--- src/rtl/cause_status_pkg.sv ---
package cause_status_pkg;

  typedef enum logic [1:0] {
    SEL_NONE   = 2'd0,
    SEL_STATUS = 2'd1,
    SEL_CAUSE  = 2'd2
  } readSel_e;

  typedef struct packed {
    logic     wipe;     // discard all latched state and same-cycle pulses
    logic     restart;  // replace latched state with same-cycle pulses
    readSel_e sel;      // read mux selection
  } ctrlStrobe_t;

endpackage

--- src/rtl/cause_status_ctrl.sv ---
module cause_status_ctrl
  import cause_status_pkg::*;
(
  input  logic        swReset,
  input  logic        rdStatus,
  input  logic        rdIntr,
  output ctrlStrobe_t strobe
);

  always_comb begin
    strobe.wipe    = swReset;
    strobe.restart = rdIntr && !swReset;
    if (rdIntr)        strobe.sel = SEL_CAUSE;
    else if (rdStatus) strobe.sel = SEL_STATUS;
    else               strobe.sel = SEL_NONE;
  end

endmodule

--- src/rtl/cause_status_dp.sv ---
module cause_status_dp
  import cause_status_pkg::*;
#(
  parameter int CAUSE_W = 8,
  parameter int STAT_W  = 4,
  parameter int PHASE_W = 3,
  localparam int WORD_W = 1 + STAT_W + PHASE_W,
  localparam int DATA_W = (CAUSE_W > WORD_W) ? CAUSE_W : WORD_W
)(
  input  logic               clk,
  input  logic               rstN,
  input  ctrlStrobe_t        strobe,
  input  logic [CAUSE_W-1:0] causePulse,
  input  logic [STAT_W-1:0]  statPulse,
  input  logic [PHASE_W-1:0] phaseLines,
  output logic [CAUSE_W-1:0] causeLatched,
  output logic [STAT_W-1:0]  statLatched,
  output logic               pendLatched,
  output logic [DATA_W-1:0]  rdData
);

  // Per-bit sticky cells for the cause bits
  for (genvar i = 0; i < CAUSE_W; i++) begin : g_cause
    always_ff @(posedge clk or negedge rstN) begin
      if (!rstN)               causeLatched[i] <= 1'b0;
      else if (strobe.wipe)    causeLatched[i] <= 1'b0;
      else if (strobe.restart) causeLatched[i] <= causePulse[i];
      else if (causePulse[i])  causeLatched[i] <= 1'b1;
    end
  end

  // Per-bit sticky cells for the status bits
  for (genvar j = 0; j < STAT_W; j++) begin : g_stat
    always_ff @(posedge clk or negedge rstN) begin
      if (!rstN)               statLatched[j] <= 1'b0;
      else if (strobe.wipe)    statLatched[j] <= 1'b0;
      else if (strobe.restart) statLatched[j] <= statPulse[j];
      else if (statPulse[j])   statLatched[j] <= 1'b1;
    end
  end

  logic anyCause;
  assign anyCause = |causePulse;

  always_ff @(posedge clk or negedge rstN) begin
    if (!rstN)               pendLatched <= 1'b0;
    else if (strobe.wipe)    pendLatched <= 1'b0;
    else if (strobe.restart) pendLatched <= anyCause;
    else if (anyCause)       pendLatched <= 1'b1;
  end

  logic [WORD_W-1:0] statusWord;
  assign statusWord = {pendLatched, statLatched, phaseLines};

  always_comb begin
    rdData = '0;
    case (strobe.sel)
      SEL_CAUSE:  rdData[CAUSE_W-1:0] = causeLatched;
      SEL_STATUS: rdData[WORD_W-1:0]  = statusWord;
      default:    rdData = '0;
    endcase
  end

endmodule

--- src/rtl/cause_status_regs.sv ---
module cause_status_regs
  import cause_status_pkg::*;
#(
  parameter int CAUSE_W = 8,
  parameter int STAT_W  = 4,
  parameter int PHASE_W = 3,
  localparam int WORD_W = 1 + STAT_W + PHASE_W,
  localparam int DATA_W = (CAUSE_W > WORD_W) ? CAUSE_W : WORD_W
)(
  input  logic               clk,
  input  logic               rstN,
  input  logic               swReset,
  input  logic [CAUSE_W-1:0] causePulse,
  input  logic [STAT_W-1:0]  statPulse,
  input  logic [PHASE_W-1:0] phaseLines,
  input  logic               rdStatus,
  input  logic               rdIntr,
  input  logic               intEnable,
  output logic [DATA_W-1:0]  rdData,
  output logic               intOut
);

  ctrlStrobe_t        strobe;
  logic [CAUSE_W-1:0] causeLatched;
  logic [STAT_W-1:0]  statLatched;
  logic               pendLatched;

  cause_status_ctrl u_ctrl (
    .swReset  (swReset),
    .rdStatus (rdStatus),
    .rdIntr   (rdIntr),
    .strobe   (strobe)
  );

  cause_status_dp #(
    .CAUSE_W (CAUSE_W),
    .STAT_W  (STAT_W),
    .PHASE_W (PHASE_W)
  ) u_dp (
    .clk          (clk),
    .rstN         (rstN),
    .strobe       (strobe),
    .causePulse   (causePulse),
    .statPulse    (statPulse),
    .phaseLines   (phaseLines),
    .causeLatched (causeLatched),
    .statLatched  (statLatched),
    .pendLatched  (pendLatched),
    .rdData       (rdData)
  );

  assign intOut = pendLatched & intEnable;

endmodule

--- config.mk ---
export PLATFORM = sky130hd
export DESIGN_NAME = cause_status_regs
export DESIGN_NICKNAME = d
export VERILOG_FILES = /design/src/rtl/cause_status_pkg.sv /design/src/rtl/cause_status_ctrl.sv /design/src/rtl/cause_status_dp.sv /design/src/rtl/cause_status_regs.sv
export SDC_FILE = /design/constraint.sdc
export NUM_CORES = 1
export LEC_CHECK = 0
export BUFFER_PORTS_ARGS = -buffer_cell sky130_fd_sc_hd__buf_2
export CORE_MARGIN = 5
export CORE_UTILIZATION = 39
export DETAILED_ROUTE_END_ITERATION = 10
export GPL_TIMING_DRIVEN = 0
export MAX_ROUTING_LAYER = met4
export PLACE_DENSITY = 0.74
export SYNTH_ARGS = -nofsm -noshare
export SYNTH_HDL_FRONTEND = slang
export SYNTH_SLANG_ARGS = --single-unit
--- constraint.sdc ---
create_clock -name clk -period 0.8 [get_ports clk]
set_input_delay 0.04 -clock clk [delete_from_list [all_inputs] [get_ports clk]]
set_output_delay 0.04 -clock clk [all_outputs]
set_load 0.01 [all_outputs]
# Yosys cells after proc, flatten, opt, wreduce, memory -nomap -nowiden
# Cells that the tools add are included.
# word_totals
regBits	13
input_bits	21
# op_classes
eq_ne	2
mux	42
bitwise_logic	1
n_reduce_logical	16
# op_table
operator	n
2-to-1 mux 1 bit	40
nonzero test 3 bit	13
one-hot mux 8 bit (2 select lines)	1
OR reduction 8 bit	1
== test 2 x 1 -> 1 bit (second input constant)	1
== test 2 bit (second input constant)	1
2-to-1 mux 2 bit	1
AND 1 bit	1
logical AND 1 bit	1
zero test 1 bit	1

# Logic depth before layout (Yosys ltp)
# logic_depth
word_depth	4
mapped_depth	3

# Cells and area by module
# Synthesis repeated with hierarchy kept, for this count alone.
# unflattened
cells_unflattened	83
area_unflattened_um2	719.4
# modules_own_cells
module	cells_each	instances	area_per_inst_um2	seq_area_each_um2
cause_status_dp	78	1	683.2	325.3
cause_status_ctrl	4	1	30.0	0.0
cause_status_regs	1	1	6.3	0.0

# Least setup slack after synthesis
# No wires, ideal clock.
# synth_path
kind	register to output
start	register u_dp.causeLatched[0]
end	output rdData[0]
path_buffers	0
slack_ns	0.151
t_arrival_ns	0.609
path_stages_with_launch	2
path_cell_list	dfrtp_1 > a22o_1
# synth_between
elab_chain_cells	1
# synth_rtl
item	line_no	text
start, declared	cause_status_dp.sv:16	output logic [CAUSE_W-1:0] causeLatched,
start signal, assigned by index	cause_status_dp.sv:27	else if (strobe.restart) causeLatched[i] <= causePulse[i];
one-hot mux 8 bit (2 select lines)	cause_status_dp.sv:57	case (strobe.sel)
end, declared	cause_status_regs.sv:19	output logic [DATA_W-1:0] rdData,
# Every way passes these cells.

# Final worst setup path
# layout_path
start	register u_dp.causeLatched[5]
end	output rdData[5]
# The elaborated chain is that of the path after synthesis.

==> results.toml <==
[finish]
post-route-util_pct = 66.7
layout-drive-gt1-share_pct = 37.3
fin_nets = 140
layout_common_cells = "buf_2 (31), dlygate4sd3_1 (13), dfrtp_1 (13)"
antenna_cells_inserted = 0
areaGrowthSynthToFinish_pct = 60.0
mostFrequentLayoutCell = "buf_2"

[clock_network]
clkLatencyLatePin_ns = 0.28
cts_root_buffer = "clkbuf_4"
tritoncts = "done"
cts-htree-levels = 1
clkTransAtPathRegs_ns = 0.08
cts_made_buffers = 3
clock_sink_count = 13
clock_tree.buffer_depth = 2

[floorplanning]
io_pins = 30
floorplan.initialDensity_pct = 41.7
core_sq_mm = 0.00152
dieArea_sq_mm = 0.00254
std_cell_rows = 14
fp.dieH_microns = 50.4
dieWidth_microns = 50.4

[global_routing]
gr-usage-met1_pct = 16.7
number_of_global_route_vias_before_repair = 666
grt_util_met3_pct = 2.66
grt_util_all_layers_pct = 14.8
initial_antenna_violation_count = 0
gr-usage-met2_pct = 24.3
grt_pass1_wl_microns = 2790
gr-max-usage-layer = "met2"
global_route.overflow_total = 0
grt_max_degree = 14

[sta]
hold_viol_final = 0
holdWs_ns = 0.00533
final.setup.tns_ns = -2.13
postLayoutSetupSlackWorst_ns = -0.263
final_cycle_utilization_of_the_critical_path_pct = 133
setup_viol = 9
worstMarginPinSlew_ns = 0.284
max_freq_mhz = 941
final-max-slew-violation-count = 0
final_period_minus_worst_setup_slack_ns = 1.06
clock_skew_ns = 0
setup_repair_after_global_routing_missed_its_margin = "true"
slew_headroom_pct = 81.1

[power_and_ir_drop]
leakage_power_summed_over_all_cells_uw = 0.000553
totalPowerFinal_uw = 1460
relative_contribution_of_combinational_cells_to_total_power_pct = 22.6
internal_power_uw = 1080
total_switching_power_uw = 384
powerDensity_mw_per_mm2 = 1440
vdd_ir_drop_max_v = 0.000749
share_clk_of_total_power_pct = 28.2
switching_share_of_total_power_pct = 26.3
power.sequential.fraction_pct = 49.2

[route]
drtPass1Iterations = 4
postRouteAntennaNets = 0
drt-initial-drc-count = 10
drt-vias-per-instance = 5.04
drt_drc_violations_left = 0
num_vias = 676
detail_route.wl_per_cell_microns = 13.2
routed_wirelength_microns = 1770

[setup_path]
worst_path_largest_cell_delay_ns = 0.40
crit_path_end_kind = "output pin"
worstPathCellList = "a22o_1 -> buf_2"
ff2ff_setup_slack_ns = 0.03
timing.critical_path.slowest_stage_cell = "dfrtp_1"
setup.worst_path.start_class = "register"
crit_path_max_fanout = 2
crit_required_ns = 0.76
cp.arrival_ns = 1.02
worstPathBufferInverterCount = 1
critical-path-top-delay-family = "flip-flops"
worstSetupPathType = "reg -> out"

[outcome]
failed_checks = "setup timing"
run_status = "finished, violations left"

[synth]
syn-mean-instance-area_sq_um = 9.49
yosys.area.top_type = "dfrtp_1"
synth_area_leaders = "dfrtp_1 (51%), nand2b_1 (13%), a22o_1 (11%)"
syn_nets = 88
netlist_area_sq_um = 636
yosysWarningCount = 0
synth_cell_type_count = 12
syn-instance-count = 67
ys_seq_area_share_pct = 51.2
ys_seq_elements = 13
yosysTopAreaCellShare_pct = 51.2

[placed_design]
port-buffer-count = 29
globalplace.congestion = 0.737
dp.final_hpwl_microns = 1100

[min_path]
hold_path_class = "in -> reg"

[run]
cap_viol_max_count = 0
==> state kept, by name (all words and copies together) (netlist names) <==
register,flops
u_dp.causeLatched,8
u_dp.statLatched,4
u_dp.pendLatched,1
==> metal layers <==
metal / wire length, microns / share of wire (%) / vias up
met1: 690 / 39 / 322
met4: 45 / 2.5 / 0
met2: 925 / 52 / 24
li1: - / - / 323
met3: 112 / 6.3 / 7
met5: 0 / 0 / -
==> final timing paths <==
| kind | startpoint | endpoint | cells after the start |
|---|---|---|---|
| min reg2reg | u_dp.statLatched[2] | u_dp.statLatched[2] | 2 |
| max in group asynchronous | rstN | u_dp.statLatched[1] | 2 |
| min in group asynchronous | rstN | u_dp.statLatched[2] | 2 |
| min | causePulse[6] | u_dp.causeLatched[6] | 3 |
| max reg2reg | u_dp.pendLatched | u_dp.pendLatched | 3 |
| max | u_dp.causeLatched[5] | rdData[5] | 2 |
==> Yosys cell counts <==
cell / count
a31oi_1: 1
buf_2: 2
a22o_1: 8
nor4_1: 2
nand2b_1: 13
nor2b_1: 1
buf_4: 1
and2_1: 1
a21oi_1: 12
inv_1: 12
clkbuf_2: 1
dfrtp_1: 13
==> power by group through the flow <==
stage | registers (uW) | clock network, uW | logic (uW)
floorplan | 726 | 0 | 128
global placement | 729 | 0 | 239
detailed placement | 733 | 0 | 243
CTS | 718 | 415 | 309
global route | 723 | 454 | 362
finish | 719 | 413 | 330
==> cell type report <==
type                            instances  area, sq um
Fill cell                             120          507
Sequential cell                        13          325
Timing Repair Buffer                   47          317
Multi-Input combinational cell         38          262
Inverter                               12         45.0
Clock buffer                            4         26.3
Buffer                                  4         22.5
Tap cell                               16         20.0
==> metrics by stage <==
stage / cells / instance area [sq um] / setup slack, ns
floorplan: 67 / 636 / 0.151
global placement: 112 / 801 / 0.00713
detailed placement: 112 / 801 / 0.00872
CTS: 133 / 987 / -0.266
global route: 134 / 1020 / -0.298
finish: 134 / 1020 / -0.263
==> worst min-delay path: cells and delay by family <==
family	cells	cell delay (ns)
compound gates	1	0.05
buf+inv	2	0.15
==> timing repair <==
item	CTS	global route
setup endpoints to repair	9	11
resized for setup	0	4
buffers inserted	4	1
hold endpoints to repair	25	0
pin swaps	8	2
hold buffers	13	0
==> cell families after synthesis <==
logic type / synth area share [%]
flops: 51.2
buf+inv: 10.6
compound gates: 21.5
simple gates: 16.7
(Power assumes the default switching activity.)
